File: src/rtl/lsp_pkg.sv
package lsp_pkg;

  typedef enum logic [1:0] {
    S_IDLE  = 2'd0,
    S_ADDR  = 2'd1,
    S_LOAD  = 2'd2,
    S_STORE = 2'd3
  } lsp_state_e;

  // An address is serviceable only when it lies below the word count.
  function automatic logic addr_in_range(input logic [31:0] addr,
                                         input int unsigned depth);
    return addr < depth;
  endfunction

endpackage

File: src/rtl/lsp_range_chk.sv
module lsp_range_chk #(
  parameter int AW    = 8,
  parameter int DEPTH = 16,
  localparam int IDX_W = (DEPTH > 1) ? $clog2(DEPTH) : 1
) (
  input  logic [AW-1:0]    addr_i,
  output logic             in_range_o,
  output logic [IDX_W-1:0] index_o
);
  import lsp_pkg::*;

  always_comb begin
    in_range_o = addr_in_range(32'(addr_i), DEPTH);
    index_o    = addr_i[IDX_W-1:0];
  end

endmodule

File: src/rtl/lsp_store.sv
module lsp_store #(
  parameter int WIDTH = 32,
  parameter int DEPTH = 16,
  localparam int IDX_W = (DEPTH > 1) ? $clog2(DEPTH) : 1
) (
  input  logic             clk,
  input  logic             rd_en_i,
  input  logic [IDX_W-1:0] rd_idx_i,
  output logic [WIDTH-1:0] rd_data_o,
  input  logic             wr_en_i,
  input  logic [IDX_W-1:0] wr_idx_i,
  input  logic [WIDTH-1:0] wr_data_i
);

  logic [WIDTH-1:0] words [DEPTH];

  always_ff @(posedge clk) begin
    if (wr_en_i) words[wr_idx_i] <= wr_data_i;
  end

  // One cycle of read latency.
  always_ff @(posedge clk) begin
    if (rd_en_i) rd_data_o <= words[rd_idx_i];
  end

endmodule

File: src/rtl/lsp_seq.sv
module lsp_seq #(
  parameter int DEPTH = 16,
  localparam int IDX_W = (DEPTH > 1) ? $clog2(DEPTH) : 1
) (
  input  logic             clk,
  input  logic             rst,
  input  logic             ld_req_i,
  input  logic             st_req_i,
  input  logic             addr_vld_i,
  input  logic             addr_ok_i,
  input  logic [IDX_W-1:0] idx_i,
  input  logic             st_strobe_i,
  output logic             busy_o,
  output logic             ack_o,
  output logic             exc_o,
  output logic             ld_vld_o,
  output logic             rd_en_o,
  output logic             wr_en_o,
  output logic [IDX_W-1:0] idx_q_o,
  output logic             req_take_o,
  output logic             addr_take_o,
  output logic             st_take_o
);
  import lsp_pkg::*;

  lsp_state_e state_q;
  logic       is_ld_q;
  logic       bad_q;
  logic       addr_good;
  logic       addr_fail;

  always_comb begin
    req_take_o  = (state_q == S_IDLE) && (ld_req_i || st_req_i);
    addr_take_o = (state_q == S_ADDR) && addr_vld_i;
    addr_good   = addr_take_o && addr_ok_i && !bad_q;
    addr_fail   = addr_take_o && !(addr_ok_i && !bad_q);
    rd_en_o     = (state_q == S_LOAD);
    st_take_o   = (state_q == S_STORE) && st_strobe_i;
    wr_en_o     = st_take_o;
  end

  always_ff @(posedge clk) begin
    if (rst) begin
      state_q  <= S_IDLE;
      busy_o   <= 1'b0;
      ack_o    <= 1'b0;
      exc_o    <= 1'b0;
      ld_vld_o <= 1'b0;
      is_ld_q  <= 1'b0;
      bad_q    <= 1'b0;
      idx_q_o  <= '0;
    end else begin
      ack_o    <= addr_good;
      exc_o    <= addr_fail;
      ld_vld_o <= rd_en_o;
      if (req_take_o) begin
        busy_o <= 1'b1;
      end else if (addr_fail || rd_en_o || st_take_o) begin
        busy_o <= 1'b0;
      end
      if (addr_take_o) idx_q_o <= idx_i;
      unique case (state_q)
        S_IDLE: begin
          if (req_take_o) begin
            is_ld_q <= ld_req_i;
            bad_q   <= ld_req_i && st_req_i;
            state_q <= S_ADDR;
          end
        end
        S_ADDR: begin
          if (addr_fail)      state_q <= S_IDLE;
          else if (addr_good) state_q <= is_ld_q ? S_LOAD : S_STORE;
        end
        S_LOAD:  state_q <= S_IDLE;
        S_STORE: if (st_take_o) state_q <= S_IDLE;
        default: state_q <= S_IDLE;
      endcase
    end
  end

endmodule

File: src/rtl/lsport_ctrl.sv
module lsport_ctrl #(
  parameter int WIDTH = 32,
  parameter int DEPTH = 16,
  parameter int AW    = 8
) (
  input  logic             clk,
  input  logic             rst,
  input  logic             ld_req_i,
  input  logic             st_req_i,
  input  logic             addr_vld_i,
  input  logic [AW-1:0]    addr_i,
  input  logic             st_strobe_i,
  input  logic [WIDTH-1:0] st_data_i,
  output logic             busy_o,
  output logic             addr_ack_o,
  output logic             addr_exc_o,
  output logic             ld_vld_o,
  output logic [WIDTH-1:0] ld_data_o
);
  localparam int IDX_W = (DEPTH > 1) ? $clog2(DEPTH) : 1;

  logic             in_range;
  logic [IDX_W-1:0] idx_now;
  logic [IDX_W-1:0] idx_q;
  logic             rd_en;
  logic             wr_en;
  // Named internal events, observed by the bound checker.
  logic             req_take;
  logic             addr_take;
  logic             st_take;

  lsp_range_chk #(.AW(AW), .DEPTH(DEPTH)) u_range (
    .addr_i     (addr_i),
    .in_range_o (in_range),
    .index_o    (idx_now)
  );

  lsp_seq #(.DEPTH(DEPTH)) u_seq (
    .clk         (clk),
    .rst         (rst),
    .ld_req_i    (ld_req_i),
    .st_req_i    (st_req_i),
    .addr_vld_i  (addr_vld_i),
    .addr_ok_i   (in_range),
    .idx_i       (idx_now),
    .st_strobe_i (st_strobe_i),
    .busy_o      (busy_o),
    .ack_o       (addr_ack_o),
    .exc_o       (addr_exc_o),
    .ld_vld_o    (ld_vld_o),
    .rd_en_o     (rd_en),
    .wr_en_o     (wr_en),
    .idx_q_o     (idx_q),
    .req_take_o  (req_take),
    .addr_take_o (addr_take),
    .st_take_o   (st_take)
  );

  lsp_store #(.WIDTH(WIDTH), .DEPTH(DEPTH)) u_store (
    .clk       (clk),
    .rd_en_i   (rd_en),
    .rd_idx_i  (idx_q),
    .rd_data_o (ld_data_o),
    .wr_en_i   (wr_en),
    .wr_idx_i  (idx_q),
    .wr_data_i (st_data_i)
  );

endmodule

File: config.mk
export PLATFORM = sky130hd
export DESIGN_NAME = lsport_ctrl
export DESIGN_NICKNAME = d
export VERILOG_FILES = /design/src/rtl/lsp_pkg.sv /design/src/rtl/lsp_range_chk.sv /design/src/rtl/lsp_store.sv /design/src/rtl/lsp_seq.sv /design/src/rtl/lsport_ctrl.sv
export SDC_FILE = /design/constraint.sdc
export NUM_CORES = 1
export LEC_CHECK = 0
export ABC_AREA = 1
export ABC_CLOCK_PERIOD_IN_PS = 3500
export CAP_MARGIN = 20
export CORE_ASPECT_RATIO = 0.6
export CORE_MARGIN = 10
export CORE_UTILIZATION = 40
export CTS_CLUSTER_DIAMETER = 200
export DETAILED_ROUTE_END_ITERATION = 16
export PLACE_DENSITY_LB_ADDON = 0.08
export SLEW_MARGIN = 20
export SYNTH_ARGS = -nofsm -noshare
export SYNTH_HDL_FRONTEND = slang
export SYNTH_HIERARCHICAL = 1
export SYNTH_SLANG_ARGS = --single-unit
File: constraint.sdc
create_clock -name clk -period 3.5 [get_ports clk]
set_clock_uncertainty 0.1 [all_clocks]
set_input_delay 0.7 -clock clk [delete_from_list [all_inputs] [get_ports clk]]
set_output_delay 0.7 -clock clk [all_outputs]
set_load 0.01 [all_outputs]
==> impl_metrics.tcl <==
set metrics [dict create \
    run_status "completed" \
    placed_cell_area_mm2 0.0253 \
    core_mm2 0.0579 \
    detail_route.iter0.violations 1329 \
    switchingPower_uw 3270 \
    ir_worst_vdd_mv 0.393 \
    area_growth_pct 14.2 \
    grt_pass1_wl_um 94200 \
    critPathMaxStageDelay_ns 0.73 \
    die-width_um 334 \
    powerDensity_mw_per_mm2 520 \
    cp_slowest_cell "dfxtp_4" \
    clkPwrFrac 0.401 \
    cts.sinks 556 \
    worstPathRequired_ns 3.74 \
    end_kind "flop" \
    final_area_mm2 0.0270 \
    period_minus_slack_ns 2.46 \
    holdWs_ns 0.366 \
    period_share 0.702 \
    wl_met2_um 27900 \
    cts_setup_buffers 0 \
    grt_max_degree 103 \
    worst_slew_pin_slew_ns 0.988 \
    wl_met3_um 3320 \
    antenna_found_initial 0 \
    crit_end "u_store/rd_data_o[7]" \
    insertion_delay_ns 0.59 \
    maxCapViolCount 0 \
    antenna_left 0 \
    route.vias.total 14950 \
    clockBufferDepth 3 \
    syn_avg_cell_area_um2 10.7 \
    critPathBufInv 1 \
    cp_common_cell "nand3_1" \
    highest_layer "met4" \
    grt_pass1_vias 14375 \
    cp_cell_sequence "buf_4 -> nand2_1 -> nand3_1 -> nand3_1 -> nand3_1 -> nand2_1" \
    avgViaCountPerCell 4.85 \
    finalMaxSlewViolations 0 \
    cp-start-kind "flop" \
    worstPathMaxFanout 50 \
    cts_root_buf "clkbuf_16" \
    clk_pin_slew_worst_paths_ns 0.06 \
    final_nets 2318 \
    firstDrtPassIters 5 \
    holdBufCountCts 0 \
    drive_above_1_share 0.0670 \
    total_leakage_power_uw 0.0111 \
    worstPathArrival_ns 2.70 \
    syn_area_mm2 0.0236 \
    wl_um 62300 \
    combPwrFrac 0.073 \
    wl_per_cell_um 20.2 \
    max_freq_ghz 0.407 \
    die_area_mm2 0.0695 \
    gr-total-overflow 0 \
    setup_violations 0 \
    antennaDiodeCount 0 \
    hp-class "reg -> reg" \
    r2r_start "u_seq/idx_q_o[0]" \
    pin_count 82 \
    numCtsBuffers 52 \
    dp_hpwl_um 36900 \
    syn_inst 2198 \
    criticalPathCategory "reg -> reg" \
    gp_congestion 0.770 \
    portBuffers 81 \
    regToRegEndpoint "u_store/rd_data_o[7]" \
    p_int_uw 10800 \
    cts.repair.resized 0 \
    yosysWarnings 6 \
    power_frac_seq 0.526 \
    slew_headroom 0.339 \
    synth_fp_nets 2244 \
    crit_family "flip-flops" \
    rsz0062_at_grt "false" \
    cts_tree "done" \
    met1_length_um 29800 \
    hold_violations 0 \
    cts_htree_levels 2 \
    start_util 0.408 \
    grt_usage 0.177 \
    drc 0 \
    r2r_slack_ns 1.04 \
    rows 68 \
    cp-startpoint "u_seq/idx_q_o[0]" \
    finalSetupTns_ns 0 \
    r2r_cells 6 \
    die_height_um 208 \
    sw_frac_of_total 0.233 \
    crit_cells 6 \
]
==> tightest hold or removal path, delay by kind of cell (launching register included) <==
| family | cells | cell delay [ns] |
|---|---|---|
| AOI/OAI and AO/OA | 1 | 0.05 |
| and+or+nand+nor | 1 | 0.06 |
| DFF | 1 | 0.31 |
==> placed cells by master (no fill, tap or decap), drive strengths merged <==
cell type,count
nor3,1
nand3,392
clkbuf,66
nand2,688
inv,403
clkinv,25
nand3b,2
o21ai,5
clkdlybuf4s50,81
dfxtp,12
edfxtp,544
nor2,34
buf,50
bufinv,5
a21oi,6
==> area by class of cell <==
type / instances / area, um2
multi-input combinational: 1128 / 4910
fill: 5399 / 31000
timing repair buffer: 131 / 1340
tap: 770 / 963
clock inverter: 30 / 269
clock buffer: 66 / 1380
inverter: 403 / 1520
sequential: 556 / 16600
==> how the worst min path moves through the flow <==
stage / from / slack (ns) / to / depth (start not counted)
global placement: u_seq/bad_q / 0.35 / u_seq/bad_q / 2
finish: u_seq/is_ld_q / 0.37 / u_seq/is_ld_q / 2
detailed placement: u_seq/bad_q / 0.36 / u_seq/bad_q / 2
CTS: u_seq/bad_q / 0.37 / u_seq/bad_q / 2
global route: u_seq/bad_q / 0.39 / u_seq/bad_q / 2
floorplan: u_seq/is_ld_q / 0.34 / u_seq/is_ld_q / 2
==> through the flow <==
stage	cells	worst slack (ns)	power (uW)	util
final	3084	1.04	14000	0.465
after global routing	3084	0.894	14600	0.465
after CTS	3084	1.02	14200	0.465
after detailed placement	2988	0.540	8560	0.437
after global placement	2988	0.566	8560	0.437
after floorplan	2198	0.525	8110	-
==> power groups by stage <==
| stage | logic, uW | clock network [uW] | registers (uW) |
|---|---|---|---|
| after floorplan | 633 | 0 | 7480 |
| after global placement | 1030 | 0 | 7530 |
| after detailed placement | 1040 | 0 | 7530 |
| after CTS | 1040 | 5790 | 7380 |
| after global routing | 1130 | 6070 | 7380 |
| final | 1020 | 5630 | 7380 |
==> layer usage <==
metal / GRT usage / vias up
met5: 0 / -
met4: 0.0426 / 0
met3: 0.0306 / 83
met2: 0.275 / 380
met1: 0.254 / 7229
li1: - / 7258
==> registers in the layout (all words and copies together), names as in the netlist <==
register           flops
u_seq/ack_o            1
u_seq/busy_o           1
u_seq/state_q          2
u_seq/ld_vld_o         1
u_seq/idx_q_o          4
u_store/rd_data_o     32
u_seq/bad_q            1
u_seq/exc_o            1
u_seq/is_ld_q          1
u_store/words        512
No activity file was read; power rests on OpenSTA's default activity.
